--- src/rtl/oneshot_pkg.sv ---
`timescale 1ns/1ps
// Shared types for the retriggerable one-shot.
// Assumes: each channel's trigger and clear inputs are grouped into one record
// so that they can be resynchronised together.
package oneshot_pkg;

    // One channel's raw or synchronised input set.
    typedef struct packed {
        logic trig_n;   // low-going trigger
        logic trig_p;   // high-going trigger
        logic clear_n;  // active-low clear
    } chan_in_t;

    // Value held in the input pipeline while the chip reset is active:
    // triggers idle, clear asserted.
    localparam chan_in_t CHAN_IDLE = '{trig_n: 1'b1, trig_p: 1'b0, clear_n: 1'b0};

endpackage

--- src/rtl/oneshot_sync.sv ---
`timescale 1ns/1ps
// Multi-stage resynchroniser for one channel's input record.
// Assumes: inputs may change at any time relative to clk; STAGES >= 1.
// The output is the input delayed by STAGES clock edges.
module oneshot_sync
    import oneshot_pkg::*;
#(
    parameter int       STAGES  = 2,
    parameter chan_in_t RST_VAL = CHAN_IDLE
) (
    input  logic     clk,
    input  logic     rst_n,
    input  chan_in_t d,
    output chan_in_t q
);

    chan_in_t stage [STAGES];

    for (genvar g = 0; g < STAGES; g++) begin : g_stage
        if (g == 0) begin : g_first
            // First flop samples the asynchronous input.
            always_ff @(posedge clk) begin
                if (!rst_n) stage[g] <= RST_VAL;
                else        stage[g] <= d;
            end
        end else begin : g_next
            // Later flops settle any metastability.
            always_ff @(posedge clk) begin
                if (!rst_n) stage[g] <= RST_VAL;
                else        stage[g] <= stage[g-1];
            end
        end
    end

    assign q = stage[STAGES-1];

endmodule

--- src/rtl/oneshot_edge.sv ---
`timescale 1ns/1ps
// Gated edge detector for one channel.
// It compares the synchronised inputs with their values from one cycle
// earlier. It flags a valid trigger when the low-going input falls while the
// high-going input is high, or when the high-going input rises while the
// low-going input is low.
// Assumes: `cur` is already synchronised. After reset the detector stays
// blind for WARMUP cycles, until the pipeline holds only real samples.
module oneshot_edge
    import oneshot_pkg::*;
#(
    parameter int WARMUP = 3
) (
    input  logic     clk,
    input  logic     rst_n,
    input  chan_in_t cur,
    output logic     fire,
    output logic     hold_clear
);

    chan_in_t          prev;
    logic [WARMUP-1:0] fill;
    logic              live;
    logic              fall_n;
    logic              rise_p;

    // Keep last cycle's synchronised inputs for edge comparison.
    always_ff @(posedge clk) begin
        if (!rst_n) prev <= CHAN_IDLE;
        else        prev <= cur;
    end

    // Count the cycles since reset until the pipeline is full of live data.
    always_ff @(posedge clk) begin
        if (!rst_n) fill <= '0;
        else        fill <= {fill[WARMUP-2:0], 1'b1};
    end

    assign live = fill[WARMUP-1];

    // Raw edges with the gate condition of the opposite input.
    always_comb begin
        fall_n = prev.trig_n & ~cur.trig_n & cur.trig_p;
        rise_p = ~prev.trig_p & cur.trig_p & ~cur.trig_n;
    end

    assign hold_clear = ~live | ~cur.clear_n;
    assign fire       = ~hold_clear & (fall_n | rise_p);

    // A falling low-going input with the other input low never fires.
    p_gate_fall_r1: assert property (@(posedge clk) disable iff (!rst_n)
        (prev.trig_n && !cur.trig_n && !cur.trig_p) |-> !fire);

    // A rising high-going input while the other input is high never fires.
    p_gate_rise_r2: assert property (@(posedge clk) disable iff (!rst_n)
        (!prev.trig_p && cur.trig_p && cur.trig_n) |-> !fire);

    // No trigger is accepted while the clear is low.
    p_clear_blocks_r5: assert property (@(posedge clk) disable iff (!rst_n)
        !cur.clear_n |-> !fire);

    // Steady trigger levels (for example at clear release) never fire.
    p_steady_quiet_r6: assert property (@(posedge clk) disable iff (!rst_n)
        (cur.trig_n == prev.trig_n && cur.trig_p == prev.trig_p) |-> !fire);

endmodule

--- src/rtl/oneshot_timer.sv ---
`timescale 1ns/1ps
// Down-counter that times one pulse.
// A trigger loads the width (a width of 0 counts as 1). The output is high
// while the count is non-zero. The clear empties the counter at once and
// takes priority over a trigger in the same cycle.
// Assumes: `width` is stable while it is being loaded.
module oneshot_timer #(
    parameter int CNT_W = 16
) (
    input  logic             clk,
    input  logic             rst_n,
    input  logic             fire,
    input  logic             hold_clear,
    input  logic [CNT_W-1:0] width,
    output logic             active
);

    logic [CNT_W-1:0] cnt_q;
    logic [CNT_W-1:0] load_val;

    // Raise a zero width to the one-cycle minimum.
    always_comb begin
        load_val = (width == '0) ? CNT_W'(1) : width;
    end

    // Clear first, then reload on a trigger, otherwise count down to zero.
    always_ff @(posedge clk) begin
        if (!rst_n)              cnt_q <= '0;
        else if (hold_clear)     cnt_q <= '0;
        else if (fire)           cnt_q <= load_val;
        else if (cnt_q != '0)    cnt_q <= cnt_q - CNT_W'(1);
    end

    assign active = (cnt_q != '0);

    // A clear empties the counter on the next edge.
    p_clear_zero_r5: assert property (@(posedge clk) disable iff (!rst_n)
        hold_clear |=> (cnt_q == '0));

    // A trigger reloads the full width, even in the middle of a pulse.
    p_reload_r4: assert property (@(posedge clk) disable iff (!rst_n)
        (fire && !hold_clear) |=> (cnt_q == $past(load_val)));

    // Without a trigger or clear, a running count drops by exactly one.
    p_tick_r3: assert property (@(posedge clk) disable iff (!rst_n)
        (!fire && !hold_clear && cnt_q != '0) |=> (cnt_q == $past(cnt_q) - CNT_W'(1)));

    // A zero width still yields a running pulse.
    p_min_one_r8: assert property (@(posedge clk) disable iff (!rst_n)
        (fire && !hold_clear && width == '0) |=> active);

endmodule

--- src/rtl/retrig_oneshot.sv ---
`timescale 1ns/1ps
// Multi-channel retriggerable one-shot.
// Each channel resynchronises its trigger pair and clear and detects gated
// edges. It then times the pulse with a reloadable down-counter and drives
// complementary outputs.
// Assumes: width_i is a static setting per channel; channels share only the
// clock and the chip reset.
module retrig_oneshot
    import oneshot_pkg::*;
#(
    parameter int NUM_CH    = 2,
    parameter int CNT_W     = 16,
    parameter int SYNC_DEPTH = 2
) (
    input  logic                      clk,
    input  logic                      rst_n,
    input  logic [NUM_CH-1:0]         trig_n_i,
    input  logic [NUM_CH-1:0]         trig_p_i,
    input  logic [NUM_CH-1:0]         clear_n_i,
    input  logic [NUM_CH*CNT_W-1:0]   width_i,
    output logic [NUM_CH-1:0]         pulse_o,
    output logic [NUM_CH-1:0]         pulse_n_o
);

    localparam int WARMUP = SYNC_DEPTH + 1;

    logic [NUM_CH-1:0] fire;
    logic [NUM_CH-1:0] hold_clear;

    for (genvar c = 0; c < NUM_CH; c++) begin : g_ch
        chan_in_t raw_in;
        chan_in_t syn_in;

        assign raw_in = '{trig_n: trig_n_i[c], trig_p: trig_p_i[c], clear_n: clear_n_i[c]};

        oneshot_sync #(
            .STAGES  (SYNC_DEPTH),
            .RST_VAL (CHAN_IDLE)
        ) u_sync (
            .clk   (clk),
            .rst_n (rst_n),
            .d     (raw_in),
            .q     (syn_in)
        );

        oneshot_edge #(
            .WARMUP (WARMUP)
        ) u_edge (
            .clk        (clk),
            .rst_n      (rst_n),
            .cur        (syn_in),
            .fire       (fire[c]),
            .hold_clear (hold_clear[c])
        );

        oneshot_timer #(
            .CNT_W (CNT_W)
        ) u_timer (
            .clk        (clk),
            .rst_n      (rst_n),
            .fire       (fire[c]),
            .hold_clear (hold_clear[c]),
            .width      (width_i[c*CNT_W +: CNT_W]),
            .active     (pulse_o[c])
        );

        // Every rise of a pulse is caused by an accepted trigger one edge earlier.
        p_rise_cause_r3: assert property (@(posedge clk) disable iff (!rst_n)
            $rose(pulse_o[c]) |-> $past(fire[c]));

        // The pulse is low on the edge after a clear is seen.
        p_clear_low_r5: assert property (@(posedge clk) disable iff (!rst_n)
            hold_clear[c] |=> !pulse_o[c]);
    end

    assign pulse_n_o = ~pulse_o;

endmodule

--- config.mk ---
export PLATFORM = sky130hd
export DESIGN_NAME = retrig_oneshot
export DESIGN_NICKNAME = d
export VERILOG_FILES = /design/src/rtl/oneshot_pkg.sv /design/src/rtl/oneshot_sync.sv /design/src/rtl/oneshot_edge.sv /design/src/rtl/oneshot_timer.sv /design/src/rtl/retrig_oneshot.sv
export SDC_FILE = /design/constraint.sdc
export NUM_CORES = 1
export LEC_CHECK = 0
export BUFFER_PORTS_ARGS = -buffer_cell sky130_fd_sc_hd__buf_2
export CAP_MARGIN = 20
export CORE_ASPECT_RATIO = 1.2
export CORE_MARGIN = 4
export CORE_UTILIZATION = 40
export CTS_BUF_LIST = sky130_fd_sc_hd__clkbuf_2 sky130_fd_sc_hd__clkbuf_4 sky130_fd_sc_hd__clkbuf_8
export DETAILED_ROUTE_END_ITERATION = 10
export PLACE_DENSITY = 0.56
export SLEW_MARGIN = 20
export SYNTH_ARGS = -nofsm -noshare
export SYNTH_HDL_FRONTEND = slang
export SYNTH_SLANG_ARGS = --single-unit
--- constraint.sdc ---
create_clock -name clk -period 2.65 [get_ports clk]
set_clock_uncertainty 0.05 [all_clocks]
set_input_delay 0 -clock clk [delete_from_list [all_inputs] [get_ports clk]]
set_output_delay 0 -clock clk [all_outputs]
set_load 0.03 [all_outputs]
==> results.md <==
- Synth area leaders: dfxtp_1, xnor2_1, nor2_1
- Htree depth: 2
- PnR worst setup slack: 535 ps
- RSZ-0062 raised after global routing: false
- Final Setup Violations: 0
- Switching share of power: 23.4%
- GRT overflow: 0
- TritonRoute pass-1 iters: 4
- Final Cycle Share: 79.8%
- Fin. max-slew vios: 0
- Reg power frac: 57.9%
- VDD IR max: 324 uV
- Synth Flop Type: dfxtp_1
- Syn avg cell area: 8.91 um2
- Final Instance Count excl. Fillers: 443
- Initial Util: 41.4%
- Synthesized Nets: 323
- Outcome: finished, final reports clean
- Commonest cells in the netlist: dfxtp_1, nor2_1, nand2_1, a21oi_1
- Nets: 402
- Ys async rst share: 0%
- Vias/cell: 5.27
- CTS root buffer: clkbuf_8
- First-pass GRT wire length: 11000 um
- Highest clock rate: 473 MHz
- Leakage power: 1.33 nW
- Syn-to-layout area delta: 30.1%
- Filler cells: 585
- Area leader, netlist: dfxtp_1
- Setup Crit Path Kind: reg -> reg
- Seq/Total Area, Yosys: 40.8%
- Hold Vio Cnt, Final: 0
- Clk pwr share: 34.9%
- IO buf count: 43
- CTS Sinks: 51
- Combinational power share: 7.2%
- CTS Buf Count: 5
- Setup TNS: 0 ps
- Placement Rows: 31
- Antenna-violating nets left: 0
- Initial DRC Count: 77
- Vias in the first global route: 2407
- Data arrival, critical path: 2270 ps
- CP max-delay cell: or4_4
- Routed wire length: 6490 um
- Total die area: 0.00759 mm2
- Hold Crit Class: in -> reg
- Worst EP required: 2810 ps
- Initial antenna violation count: 0
- Tmin final: 2120 ps
- Crit-path leading delay family: simple AND/OR/NAND/NOR gates
- All-Layer GR Usage: 18.5%
- CP Launch Type: register
- Largest net degree at the start of global routing: 23
- CP max stage delay: 440 ps
- Die Span X: 80.2 um
- Slew @ Worst Pin: 538 ps
- Setup crit end kind: register
- DP HPWL: 4670 um
- Placed cells: 398
- # diodes: 0
- Number of synthesis warnings: 0
- CTS tree: yes
- Clk buf depth: 2
- Sw Pwr: 0.316 mW
- Max-Cap Viols: 0
- Mapped Area: 0.00250 mm2
- Buffers plus inverters on the worst setup path: 1
- Worst-path clk slew: 100 ps
- Critical path peak fanout: 5
- Die height: 94.7 um
- Gate Count Post-Synth: 281
- Worst-path cell chain: inv_1, ha_1, nor4b_4, nand2_2, or4_4, xnor2_2, a22o_1
- End-of-flow core utilization: 53.8%
- Power per cell area: 415 mW/mm2
- Residual DRC: 0
- Routability Congestion: 0.892
- Slew HR: 63.8%
- Post-synthesis register bit count: 51
- Share of the synthesized area in the top cell type: 40.8%
- I/O Pins: 44
- Worst hold slack: 13.3 ps
- Netlist cell types: 51
- Core area: 0.00605 mm2
- Skew-Pair Late Insertion Delay: 310 ps
- Drt wl/cell: 14.7 um
- Internal: 1.04 mW
- Place WS: 562 ps
- Via count: 2333
- Count leader, synth: dfxtp_1
- Share of layout cells above drive strength 1: 20.5%
- EDFF count, synth: 0
placed cells by master, fill, tap and decap left out, types with 3 or more instances in the layout:
cell type	instances
a21oi_1	17
nand3_1	12
a211oi_1	5
nor2b_1	3
nand4_1	4
xnor2_1	11
nand2b_1	8
buf_4	3
nor3_1	13
clkbuf_8	5
nor2_1	24
nand2_1	20
buf_2	43
dlygate4sd3_1	37
or3_1	4
dfxtp_1	51
o21ai_0	8
and2_1	12
and4_1	4
inv_1	6
or4_4	5
nor4_1	13
xor2_1	8
layer usage:
metal	wire (um)	share of wire (%)	vias up	track usage (%)
met5	0	0	-	0
met4	115	1.8	0	6.76
met3	302	4.7	12	3.44
met2	3330	51	74	34.2
met1	2750	42	1063	20.9
li1	-	-	1184	-
worst paths after layout:
kind	start	to	slack, ps	depth (start not counted)
worst max-delay path	g_ch[0].u_timer.cnt_q[0]$_SDFFE_PP0P_	g_ch[0].u_timer.cnt_q[10]$_SDFFE_PP0P_	530	7
worst min-delay path	width_i[14]	g_ch[0].u_timer.cnt_q[14]$_SDFFE_PP0P_	10	3
worst max register to register	g_ch[0].u_timer.cnt_q[0]$_SDFFE_PP0P_	g_ch[0].u_timer.cnt_q[10]$_SDFFE_PP0P_	530	7
worst min register to register	g_ch[1].u_sync.stage[0][2]$_SDFF_PN1_	g_ch[1].u_sync.stage[1][2]$_SDFF_PN1_	360	1
power by group through the flow:
stage	logic [mW]	clock network, mW	registers, mW
2_1_floorplan	0.0144	0	0.799
3_3_place_gp	0.0528	0	0.800
3_5_place_dp	0.0534	0	0.800
4_1_cts	0.0947	0.487	0.782
5_1_grt	0.106	0.517	0.785
6_report	0.0971	0.472	0.782
area by class of cell:
class                      count  area (um2)  area share (%)
timing repair buffer          83         608            18.7
multi-input combinational    212        1410            43.2
clock inverter                 3        25.0           0.768
inverter                       7        26.3           0.806
sequential                    51        1020            31.3
clock buffer                   5        68.8            2.11
tap                           82         103            3.15
what timing repair did:
| action | in CTS | in global routing |
|---|---|---|
| setup buffers | 0 | 0 |
| setup endpoints to repair | 0 | 0 |
| resized for setup | 0 | 0 |
| hold endpoints to repair | 39 | 0 |
| hold buffers | 37 | 0 |
metrics by stage:
step	instance area, um2	total power [mW]
3_3_place_gp	2790	0.853
2_1_floorplan	2500	0.813
4_1_cts	3260	1.36
5_1_grt	3260	1.41
3_5_place_dp	2790	0.854
6_report	3260	1.35
flip-flops by register name, summed over array words and instances, names as in the netlist:
name,flops
g_ch.u_edge.prev,4
g_ch.u_timer.cnt_q,32
g_ch.u_edge.fill,3
g_ch.u_sync.stage,12
worst register-to-register path: stages, from the launching register on:
cell and delay [ps]:
dfxtp_1 340, inv_1 110, ha_1 220, nor4b_4 360
nand2_2 140, or4_4 440, xnor2_2 140, a22o_1 220
kinds of logic after synthesis:
| family | after synthesis | synth area share [%] |
|---|---|---|
| fa+ha+maj | 2 | 0.999 |
| flops | 51 | 40.8 |
| mux | 2 | 0.800 |
| compound gates | 50 | 13.4 |
| xor+xnor | 20 | 7.30 |
| buf+inv | 18 | 3.05 |
| simple gates | 138 | 33.7 |
No activity file was read; power rests on OpenSTA's default activity.
